[src/rtl/tcb_pkg.sv]
package tcb_pkg;

   localparam int MODE_W = 13;

   localparam logic [3:0] OFS_COUNT  = 4'h0;
   localparam logic [3:0] OFS_MODE   = 4'h4;
   localparam logic [3:0] OFS_TARGET = 4'h8;

   typedef enum logic [1:0] {
      SYNC_HOLD_HI   = 2'd0,
      SYNC_ZERO_RISE = 2'd1,
      SYNC_RUN_HI    = 2'd2,
      SYNC_FREE_RISE = 2'd3
   } sync_e;

   // packed MSB first: [12] ovf, [11] tgt, [10] irq level, [9:8] clock select,
   // [7] pulse, [6] repeat, [5] irq on ovf, [4] irq on tgt, [3] wrap at tgt,
   // [2:1] sync mode, [0] sync enable
   typedef struct packed {
      logic       ovf_hit;
      logic       tgt_hit;
      logic       irq_lvl;
      logic [1:0] clk_sel;
      logic       pulse;
      logic       repeat_en;
      logic       irq_ovf_en;
      logic       irq_tgt_en;
      logic       wrap_tgt;
      sync_e      sync_sel;
      logic       sync_en;
   } mode_t;

endpackage

[src/rtl/tcb_prescaler.sv]
module tcb_prescaler #(
   parameter int DIV_LOG2 = 3
) (
   input  logic clk_i,
   input  logic rst_ni,
   output logic tick_o
);

   if (DIV_LOG2 < 1) begin : g_bad_div
      $error("tcb_prescaler: DIV_LOG2 must be at least 1");
   end

   logic [DIV_LOG2-1:0] div_q;

   always_ff @(posedge clk_i or negedge rst_ni) begin
      if (!rst_ni) div_q <= '0;
      else         div_q <= div_q + 1'b1;
   end

   assign tick_o = &div_q;

   // divided tick never occupies two adjacent cycles
   p_div_space_r4: assert property (@(posedge clk_i) disable iff (!rst_ni)
      tick_o |=> !tick_o);

endmodule

[src/rtl/tcb_gate_ctrl.sv]
module tcb_gate_ctrl
   import tcb_pkg::*;
(
   input  logic  clk_i,
   input  logic  rst_ni,
   input  logic  gate_i,
   input  logic  sync_en_i,
   input  sync_e sync_sel_i,
   output logic  run_o,
   output logic  zero_o,
   output logic  unsync_o
);

   logic gate_q;
   logic rise;

   always_ff @(posedge clk_i or negedge rst_ni) begin
      if (!rst_ni) gate_q <= 1'b0;
      else         gate_q <= gate_i;
   end

   assign rise = gate_i & ~gate_q;

   always_comb begin
      run_o    = 1'b1;
      zero_o   = 1'b0;
      unsync_o = 1'b0;
      if (sync_en_i) begin
         unique case (sync_sel_i)
            SYNC_HOLD_HI:   run_o = ~gate_i;
            SYNC_ZERO_RISE: zero_o = rise;
            SYNC_RUN_HI: begin
               run_o  = gate_i;
               zero_o = rise;
            end
            SYNC_FREE_RISE: begin
               run_o    = ~gate_i;
               unsync_o = rise;
            end
            default: run_o = 1'b1;
         endcase
      end
   end

endmodule

[src/rtl/tcb_irq_edge.sv]
module tcb_irq_edge (
   input  logic clk_i,
   input  logic rst_ni,
   input  logic cond_i,
   output logic pulse_o
);

   logic prev_q;

   always_ff @(posedge clk_i or negedge rst_ni) begin
      if (!rst_ni) prev_q <= 1'b0;
      else         prev_q <= cond_i;
   end

   assign pulse_o = cond_i & ~prev_q;

   // a pulse lasts one cycle only
   p_irq_single_r7: assert property (@(posedge clk_i) disable iff (!rst_ni)
      pulse_o |=> !pulse_o);

endmodule

[src/rtl/tcb_channel.sv]
module tcb_channel
   import tcb_pkg::*;
#(
   parameter int CNT_W       = 16,
   parameter int IN_W        = 16,
   parameter int EXT_SEL_BIT = 0
) (
   input  logic              clk_i,
   input  logic              rst_ni,
   input  logic              wr_cnt_i,
   input  logic              wr_mode_i,
   input  logic              wr_tgt_i,
   input  logic              rd_mode_i,
   input  logic [IN_W-1:0]   wdata_i,
   input  logic              gate_i,
   input  logic              ext_tick_i,
   output logic [CNT_W-1:0]  cnt_o,
   output logic [CNT_W-1:0]  tgt_o,
   output logic [MODE_W-1:0] mode_o,
   output logic              irq_o
);

   if (EXT_SEL_BIT < 0 || EXT_SEL_BIT > 1) begin : g_bad_sel
      $error("tcb_channel: EXT_SEL_BIT must be 0 or 1");
   end

   localparam logic [CNT_W:0] TOP_VAL = {1'b0, {CNT_W{1'b1}}};

   mode_t            mode_q, mode_d, mode_rd;
   logic [CNT_W-1:0] cnt_q, cnt_d, tgt_q, tgt_d;
   logic [CNT_W:0]   nxt, wrap_at;
   logic             run, zero_req, drop_sync, tick, adv, hit, cond;

   tcb_gate_ctrl i_gate (
      .clk_i      (clk_i),
      .rst_ni     (rst_ni),
      .gate_i     (gate_i),
      .sync_en_i  (mode_q.sync_en),
      .sync_sel_i (mode_q.sync_sel),
      .run_o      (run),
      .zero_o     (zero_req),
      .unsync_o   (drop_sync)
   );

   assign tick    = mode_q.clk_sel[EXT_SEL_BIT] ? ext_tick_i : 1'b1;
   assign adv     = run & tick & ~zero_req & ~wr_cnt_i & ~wr_mode_i;
   assign nxt     = {1'b0, cnt_q} + (CNT_W+1)'(1);
   assign wrap_at = mode_q.wrap_tgt ? {1'b0, tgt_q} : TOP_VAL;
   assign hit     = adv & (nxt >= wrap_at);

   always_comb begin
      cnt_d = cnt_q;
      if (wr_cnt_i)                    cnt_d = wdata_i[CNT_W-1:0];
      else if (wr_mode_i || zero_req)  cnt_d = '0;
      else if (hit)                    cnt_d = '0;
      else if (adv)                    cnt_d = nxt[CNT_W-1:0];
   end

   always_comb begin
      tgt_d = wr_tgt_i ? wdata_i[CNT_W-1:0] : tgt_q;
   end

   always_comb begin
      mode_d = mode_q;
      if (wr_mode_i) begin
         mode_d         = mode_t'(wdata_i[MODE_W-1:0]);
         mode_d.irq_lvl = 1'b0;
      end else begin
         if (rd_mode_i) begin
            mode_d.tgt_hit = 1'b0;
            mode_d.ovf_hit = 1'b0;
         end
         if (hit && nxt >= {1'b0, tgt_q}) mode_d.tgt_hit = 1'b1;
         if (hit && nxt >= TOP_VAL)       mode_d.ovf_hit = 1'b1;
         if (drop_sync)                   mode_d.sync_en = 1'b0;
      end
   end

   always_ff @(posedge clk_i or negedge rst_ni) begin
      if (!rst_ni) begin
         cnt_q  <= '0;
         tgt_q  <= '0;
         mode_q <= '0;
      end else begin
         cnt_q  <= cnt_d;
         tgt_q  <= tgt_d;
         mode_q <= mode_d;
      end
   end

   assign cond = (mode_q.tgt_hit & mode_q.irq_tgt_en) |
                 (mode_q.ovf_hit & mode_q.irq_ovf_en);

   tcb_irq_edge i_irq (
      .clk_i   (clk_i),
      .rst_ni  (rst_ni),
      .cond_i  (cond),
      .pulse_o (irq_o)
   );

   always_comb begin
      mode_rd         = mode_q;
      mode_rd.irq_lvl = cond;
   end

   assign mode_o = mode_rd;
   assign cnt_o  = cnt_q;
   assign tgt_o  = tgt_q;

   // a mode write leaves the counter at zero
   p_mode_wr_zero_r3: assert property (@(posedge clk_i) disable iff (!rst_ni)
      wr_mode_i |=> (cnt_q == '0));

   // a count write lands even when an advance was due
   p_cnt_wr_keep_r2: assert property (@(posedge clk_i) disable iff (!rst_ni)
      wr_cnt_i |=> (cnt_q == $past(wdata_i[CNT_W-1:0])));

   // while the gate logic withholds counting, the count holds
   p_paused_hold_r9: assert property (@(posedge clk_i) disable iff (!rst_ni)
      (!run && !wr_cnt_i && !wr_mode_i) |=> $stable(cnt_q));

   // a mode read with no wrap in that cycle leaves both flags clear
   p_rd_clear_r6: assert property (@(posedge clk_i) disable iff (!rst_ni)
      (rd_mode_i && !wr_mode_i && !hit) |=> (!mode_q.tgt_hit && !mode_q.ovf_hit));

endmodule

[src/rtl/tick_counter_bank.sv]
module tick_counter_bank
   import tcb_pkg::*;
#(
   parameter int NUM_CH   = 3,
   parameter int CNT_W    = 16,
   parameter int DATA_W   = 32,
   parameter int ADDR_W   = 6,
   parameter int DIV_LOG2 = 3
) (
   input  logic              clk_i,
   input  logic              rst_ni,
   input  logic              wr_en_i,
   input  logic              rd_en_i,
   input  logic [ADDR_W-1:0] addr_i,
   input  logic [DATA_W-1:0] wdata_i,
   output logic [DATA_W-1:0] rdata_o,
   input  logic [NUM_CH-1:0] gate_i,
   input  logic [NUM_CH-2:0] ext_tick_i,
   output logic [NUM_CH-1:0] irq_o
);

   localparam int CH_W = ADDR_W - 4;
   localparam int IN_W = (CNT_W > MODE_W) ? CNT_W : MODE_W;

   if (ADDR_W < 5) begin : g_bad_addr
      $error("tick_counter_bank: ADDR_W too small for channel select");
   end
   if (NUM_CH < 2 || NUM_CH > (1 << CH_W)) begin : g_bad_nch
      $error("tick_counter_bank: NUM_CH out of range for address window");
   end
   if (CNT_W < 2 || CNT_W > DATA_W || MODE_W > DATA_W) begin : g_bad_w
      $error("tick_counter_bank: register widths do not fit the data bus");
   end

   logic [CH_W-1:0]   ch_idx;
   logic [3:0]        ofs;
   logic [CNT_W-1:0]  cnt_a  [NUM_CH];
   logic [CNT_W-1:0]  tgt_a  [NUM_CH];
   logic [MODE_W-1:0] mode_a [NUM_CH];
   logic [DATA_W-1:0] rd_val;
   logic              rd_known;
   logic              presc_tick;
   logic              unused_hi;

   assign ch_idx    = addr_i[ADDR_W-1:4];
   assign ofs       = addr_i[3:0];
   assign unused_hi = ^wdata_i;

   tcb_prescaler #(.DIV_LOG2(DIV_LOG2)) i_presc (
      .clk_i  (clk_i),
      .rst_ni (rst_ni),
      .tick_o (presc_tick)
   );

   for (genvar g = 0; g < NUM_CH; g++) begin : g_ch
      logic sel, ext;
      assign sel = (ch_idx == CH_W'(g));

      if (g == NUM_CH - 1) begin : g_div_src
         assign ext = presc_tick;
      end else begin : g_pin_src
         assign ext = ext_tick_i[g];
      end

      tcb_channel #(
         .CNT_W       (CNT_W),
         .IN_W        (IN_W),
         .EXT_SEL_BIT ((g == NUM_CH - 1) ? 1 : 0)
      ) i_chan (
         .clk_i      (clk_i),
         .rst_ni     (rst_ni),
         .wr_cnt_i   (wr_en_i & sel & (ofs == OFS_COUNT)),
         .wr_mode_i  (wr_en_i & sel & (ofs == OFS_MODE)),
         .wr_tgt_i   (wr_en_i & sel & (ofs == OFS_TARGET)),
         .rd_mode_i  (rd_en_i & sel & (ofs == OFS_MODE)),
         .wdata_i    (wdata_i[IN_W-1:0]),
         .gate_i     (gate_i[g]),
         .ext_tick_i (ext),
         .cnt_o      (cnt_a[g]),
         .tgt_o      (tgt_a[g]),
         .mode_o     (mode_a[g]),
         .irq_o      (irq_o[g])
      );
   end

   always_comb begin
      rd_val   = '1;
      rd_known = 1'b0;
      for (int i = 0; i < NUM_CH; i++) begin
         if (ch_idx == CH_W'(i)) begin
            unique case (ofs)
               OFS_COUNT: begin
                  rd_val   = DATA_W'(cnt_a[i]);
                  rd_known = 1'b1;
               end
               OFS_MODE: begin
                  rd_val   = DATA_W'(mode_a[i]);
                  rd_known = 1'b1;
               end
               OFS_TARGET: begin
                  rd_val   = DATA_W'(tgt_a[i]);
                  rd_known = 1'b1;
               end
               default: rd_known = 1'b0;
            endcase
         end
      end
   end

   always_ff @(posedge clk_i or negedge rst_ni) begin
      if (!rst_ni)      rdata_o <= '0;
      else if (rd_en_i) rdata_o <= rd_val;
   end

   // reads outside the decoded registers return all ones
   p_bad_read_r1: assert property (@(posedge clk_i) disable iff (!rst_ni)
      (rd_en_i && !rd_known) |=> (rdata_o == '1));

endmodule

[config.mk]
export PLATFORM = sky130hd
export DESIGN_NAME = tick_counter_bank
export DESIGN_NICKNAME = d
export VERILOG_FILES = /design/src/rtl/tcb_pkg.sv /design/src/rtl/tcb_prescaler.sv /design/src/rtl/tcb_gate_ctrl.sv /design/src/rtl/tcb_irq_edge.sv /design/src/rtl/tcb_channel.sv /design/src/rtl/tick_counter_bank.sv
export SDC_FILE = /design/constraint.sdc
export NUM_CORES = 1
export LEC_CHECK = 0
export ABC_AREA = 0
export BUFFER_PORTS_ARGS = -buffer_cell sky130_fd_sc_hd__buf_2
export CORE_MARGIN = 8
export CORE_UTILIZATION = 40
export DETAILED_ROUTE_END_ITERATION = 8
export GPL_ROUTABILITY_DRIVEN = 0
export PLACE_DENSITY = 0.57
export SLEW_MARGIN = 10
export SYNTH_ARGS = -nofsm -noshare
export SYNTH_HDL_FRONTEND = slang
export SYNTH_SLANG_ARGS = --single-unit
[constraint.sdc]
create_clock -name clk_i -period 5.8 [get_ports clk_i]
set_input_delay 0 -clock clk_i [delete_from_list [all_inputs] [get_ports clk_i]]
set_output_delay 0 -clock clk_i [all_outputs]
set_load 0.02 [all_outputs]
Word level (Yosys, flattened, before mapping). Cells that the tools add are included.

Flip-flop bits (word level): 173. Bits in latches: 0. RAM bits: 0. ROM bits: 0. Input port bits: 47. Logic and storage cells: 229. Memories: 0.

$add $sub $neg: 4. $mul: 0. Div/mod/pow operators: 0. $lt $le $gt $ge: 9. Equality and inequality tests: 13. Shifts and indexed selects: 0. Mux-type cells: 60. Bitwise operators: 66. Reductions and logical operators: 33.

Operators by type and width (count): 32-bit one-hot mux with 3 select lines (3); 16-bit two-way mux (15); 32-bit two-way mux (3); 16-bit by 1-bit adder with 17-bit output (second input constant) (3); 17-bit by 16-bit greater-or-equal comparator with 1-bit output (3); 17-bit by 16-bit greater-or-equal comparator with 1-bit output (second input constant) (3); 17-bit greater-or-equal comparator (3); 1-bit bitwise AND (45); 1-bit two-way mux (30); 1-bit NOT (18); 3-bit nonzero test (6); 2-bit equality test (second input constant) (7); 2-bit two-way mux (6); 4-bit nonzero test (3); 2-bit OR reduction (6); 2-bit by 1-bit equality test with 1-bit output (second input constant) (4); 2-bit logical NOT (4); 1-bit logical AND (6); 1-bit one-hot mux with 2 select lines (3); 2-bit nonzero test (3); 4-bit by 3-bit equality test with 1-bit output (second input constant) (1); 4-bit equality test (second input constant) (1); 4-bit logical NOT (1); 3-bit by 1-bit adder with 3-bit output (second input constant) (1); other kinds (3) (7).

Logic depth before layout (Yosys ltp).
Depth in word-level cells: 12. Mapped depth: 15. Depth with buffers taken out: 12.

Hierarchy. A second synthesis with hierarchy kept.

Cells, all modules: 1393. Area total of the unflattened synthesis: 11921.4 µm².

Modules (own cells, without submodules): tcb_channel (g_ch[0].i_chan ...) (times used 2, cells each 364, area an instance 3156.8 µm², seq. area each 1101.1 µm²); tcb_channel (g_ch[1].i_chan) (times used 1, cells each 346, area an instance 3094.2 µm², seq. area each 1101.1 µm²); tick_counter_bank (times used 1, cells each 274, area an instance 1959.4 µm², seq. area each 425.4 µm²); tcb_gate_ctrl (times used 3, cells each 11, area an instance 111.4 µm², seq. area each 25.0 µm²); tcb_irq_edge (times used 3, cells each 2, area an instance 38.8 µm², seq. area each 25.0 µm²); tcb_prescaler (times used 1, cells each 6, area an instance 103.8 µm², seq. area each 75.1 µm²).

Least setup slack after synthesis. No wires, ideal clock.

Path type: register to register. Start point: reg g_ch[2].i_chan.cnt_q[1]. End point: reg g_ch[2].i_chan.mode_q, in the netlist g_ch[2].i_chan.mode_o[12]. Arrival time: 3.194 ns. Path slack: 2.480 ns. Cell stages (with the launch flop): 15. Cells stage by stage: dfrtp_1 -> ha_1 -> buf_2 -> nand4_1 -> or2_2 -> clkbuf_1 -> o21a_1 -> or2_2 -> ha_1 -> a21o_1 -> a21oi_1 -> o211ai_1 -> a21oi_1 -> nor2b_1 -> a221o_1.

Longest elaborated chain between the ends: 6. Elaborated cells on any way between the ends: 8.

Ends and longest elaborated chain: from (decl) (line tcb_channel.sv:30) `logic [CNT_W-1:0] cnt_q, cnt_d, tgt_q, tgt_d;`; from (signal assigned) (line tcb_channel.sv:85) `cnt_q <= cnt_d;`; 16-bit by 1-bit adder with 17-bit output * (line tcb_channel.sv:47) `assign nxt = {1'b0, cnt_q} + (CNT_W+1)'(1);`; 17-bit greater-or-equal comparator (line tcb_channel.sv:49) `assign hit = adv & (nxt >= wrap_at);`; 1-bit bitwise AND (line tcb_channel.sv:49); 1-bit logical AND * (line tcb_channel.sv:74) `if (hit && nxt >= TOP_VAL) mode_d.ovf_hit = 1'b1;`; 1-bit two-way mux (line tcb_channel.sv:74); 2-bit two-way mux (line tcb_channel.sv:65) `if (wr_mode_i) begin`; to (signal assigned) (line tcb_channel.sv:87) `mode_q <= mode_d;`; to (decl) (line tcb_channel.sv:29) `mode_t mode_q, mode_d, mode_rd;`.

Mark *: on every way between the ends. The rest lies on a longest branch, timed or not. A chain may end at the register's enable or synchronous reset.

Final worst setup path.
Start point: reg g_ch[2].i_chan.cnt_q[0]. End point: reg g_ch[2].i_chan.mode_q, in the netlist g_ch[2].i_chan.mode_o[12].

The elaborated chain is that of the path after synthesis.

==> results.txt <==
Outcome: complete, no violations
Routed WL per cell: 23.0 um
Most common cell in the synthesized netlist: dfrtp_1
Post-DP HPWL: 29.3 mm
Via-to-Cell Ratio: 6.01
YS warnings: 0
All-Layer GR Usage: 22.6%
Switching power: 2090 uW
Hold crit path type: primary input to flip-flop
Crit Path Class: flip-flop to flip-flop
Crit end category: flip-flop
Setup TNS: 0 ns
Switching portion of total power: 43.4%
Final slew viol count: 0
Power share of the combinational group: 38.5%
TritonCTS Buffers: 17
Residual antenna-violating net count after detailed routing: 0
Num ports: 82
Core area: 28800 um^2
Final worst slack: 1.44 ns
Worst endpoint data arrival time: 4.68 ns
Seq pwr share: 37.6%
Grt ovf: 0
Async set or reset register ratio after synthesis: 100%
Clk network pwr share: 23.9%
Final min period: 4.36 ns
Setup repair after global routing missed its margin: false
Tcrit/Tclk final: 75.1%
Synth area leader: dfrtp_1
Die H: 187 um
Dpl cells: 1688
Pin count of the biggest net entering global routing: 90
Post-route DRC: 0
Int Power: 2720 uW
Worst Setup SP: g_ch[2].i_chan.cnt_o[0]$_DFFE_PN0P_
Worst-margin pin slew: 1.18 ns
# setup viols final: 0
Clk buf depth: 2
Die area: 35000 um^2
Pre-antenna DRT Iters: 5
Syn Inst Count: 1329
HP Start: wdata_i[9]
# Max-Cap Violations: 0
Multi-input logic area: 6900 um^2
VDD IR-drop max: 211 uV
FF/Latch Area: 3950 um^2
Top FF cell, synth: dfrtp_1
Hold slack: 0.0379 ns
Cell Rows: 62
Sequential share of the synthesized area: 33.8%
Port bufs: 65
Initial DRC count: 1048
Filler instances: 2833
Syn_area_per_cell: 8.81 um^2
Syn_nets: 1489
Crit Reg-Reg Startpoint: g_ch[2].i_chan.cnt_o[0]$_DFFE_PN0P_
Number of synthesized register bits: 158
CTS tree: built
CTS H-Tree Depth: 4
Vias in the first global route: 10100
Vias: 10500
# nets final: 1503
Die X: 187 um
Initial core utilization: 40.7%
Antenna violations before repair: 1
Root buf cell: clkbuf_16
Leak: 0.00576 uW
Later-pin clock latency in the skew report: 0.45 ns
Commonest cells post-synth: 158 x dfrtp_1, 121 x nand2_1, 113 x ha_1
Slew headroom: 21.2%
Area Overhead vs Synth: 10.3%
Layout cells sized above 1: 12.7%
Worst-path clk slew: 0.07 ns
Critical path startpoint category: flip-flop
Global-route wire length before repair: 61.7 mm
Achievable clock frequency: 0.230 GHz
Power Dens Cells: 372 nW/um^2
Final hold viol count: 0
Fin util: 44.9%
Post-route insts no fill: 1741
Pre-CTS setup slack: 1.54 ns
Crit path required time: 6.12 ns
Crit Path Max Fanout: 11
Synthesized area: 11700 um^2
Cell variety after synth: 74
Top-area cell type share of the netlist area: 33.8%
Post-synth EDFFs: 0
Top cells by area, synth: dfrtp_1 34%, ha_1 12%, o21ai_0 4.3%, nand2_1 3.9%, mux2_2 3.8%
Clock skew: 0.0176 ns
Clk sinks: 158
DRT Wirelength: 40.0 mm
-- power by group through the flow --
stage | Sequential (uW) | Clock (uW) | Combinational [uW]
2_1_floorplan | 1580 | 0 | 1450
3_3_place_gp | 1810 | 0 | 1780
3_5_place_dp | 1810 | 0 | 1820
4_1_cts | 1790 | 1170 | 1840
5_1_grt | 1850 | 1210 | 2100
6_report | 1810 | 1150 | 1850
-- flip-flops by register name, indices dropped and copies added, names as in the netlist --
| name | flops |
|---|---|
| g_ch.i_chan.tgt_o | 48 |
| rdata_o | 17 |
| g_ch.i_chan.mode_o | 36 |
| i_presc.div_q | 3 |
| g_ch.i_chan.i_gate.gate_q | 3 |
| g_ch.i_chan.i_irq.prev_q | 3 |
| g_ch.i_chan.cnt_o | 48 |
-- kinds of logic after synthesis --
kind of cell | after synthesis | share of synthesized area, %
simple gates | 424 | 19.3
compound gates | 348 | 20.1
buf+inv | 202 | 7.53
flops | 158 | 33.8
fa+ha+maj | 113 | 12.1
mux | 44 | 4.19
xor+xnor | 40 | 3.06
-- per-layer routing --
metal	wire length [um]	share of wire (%)	track usage [%]
met1	18000	45	31.0
met2	17400	43	33.7
met5	0	0	0
met3	3450	8.6	6.06
met4	1180	2.9	8.06
-- worst paths after layout --
path	end	slack, ns	cells after the start
hold reg to reg	i_presc.div_q[0]$_DFF_PN0_	0.43	1
max in group asynchronous	g_ch[0].i_chan.tgt_o[8]$_DFFE_PN0P_	4.16	3
setup / recovery	g_ch[2].i_chan.mode_o[12]$_DFFE_PN0P_	1.44	13
min in group asynchronous	g_ch[2].i_chan.tgt_o[12]$_DFFE_PN0P_	0.19	2
hold / removal	g_ch[2].i_chan.tgt_o[9]$_DFFE_PN0P_	0.04	3
setup reg to reg	g_ch[2].i_chan.mode_o[12]$_DFFE_PN0P_	1.44	13
-- cell usage in the layout, fill, tap and decap left out, drive strengths merged, types with 12 or more instances in the layout --
cell type,n
o21ai,101
mux2,40
buf,76
xnor2,24
nand3,48
nor2b,58
clkbuf,18
nor4,15
a21oi,55
xor2,16
a22oi,49
nand4,33
dlygate4sd3,20
nor2,61
ha,113
and3,16
inv,107
dfrtp,158
nand2,121
a221oi,25
a222oi,12
o22a,12
nor3,21
-- final cells by class --
class	instances	area share [%]
sequential	158	30.6
inverter	101	2.94
clock buffer	18	3.40
antenna	1	0.0194
multi-input combinational	969	53.4
timing repair buffer	96	4.76
tap	384	3.72
clock inverter	14	1.15
-- worst max-delay path: stages (launching register included) --
cell      delay [ns]
dfrtp_1         0.56
ha_1            0.40
nand4_1         0.23
or2_2           0.42
o21a_1          0.23
or2_2           0.32
ha_1            0.31
a21o_1          0.16
a21oi_1         0.18
o211ai_1        0.19
a21oi_1         0.57
buf_4           0.29
nor2b_1         0.08
a221o_1         0.28
-- stage by stage --
step,total power [uW],cell area (um^2)
finish,4810,12900
global placement,3590,12100
CTS,4810,12900
detailed placement,3630,12100
floorplan,3030,11700
global route,5160,12900
-- repair_timing --
item / in CTS / in global routing
gates resized for setup: 0 / 0
setup buffers: 0 / 0
hold buffers: 20 / 0
endpoints found under the hold margin: 136 / 0
Note: power is estimated with default switching activity, not from simulation.
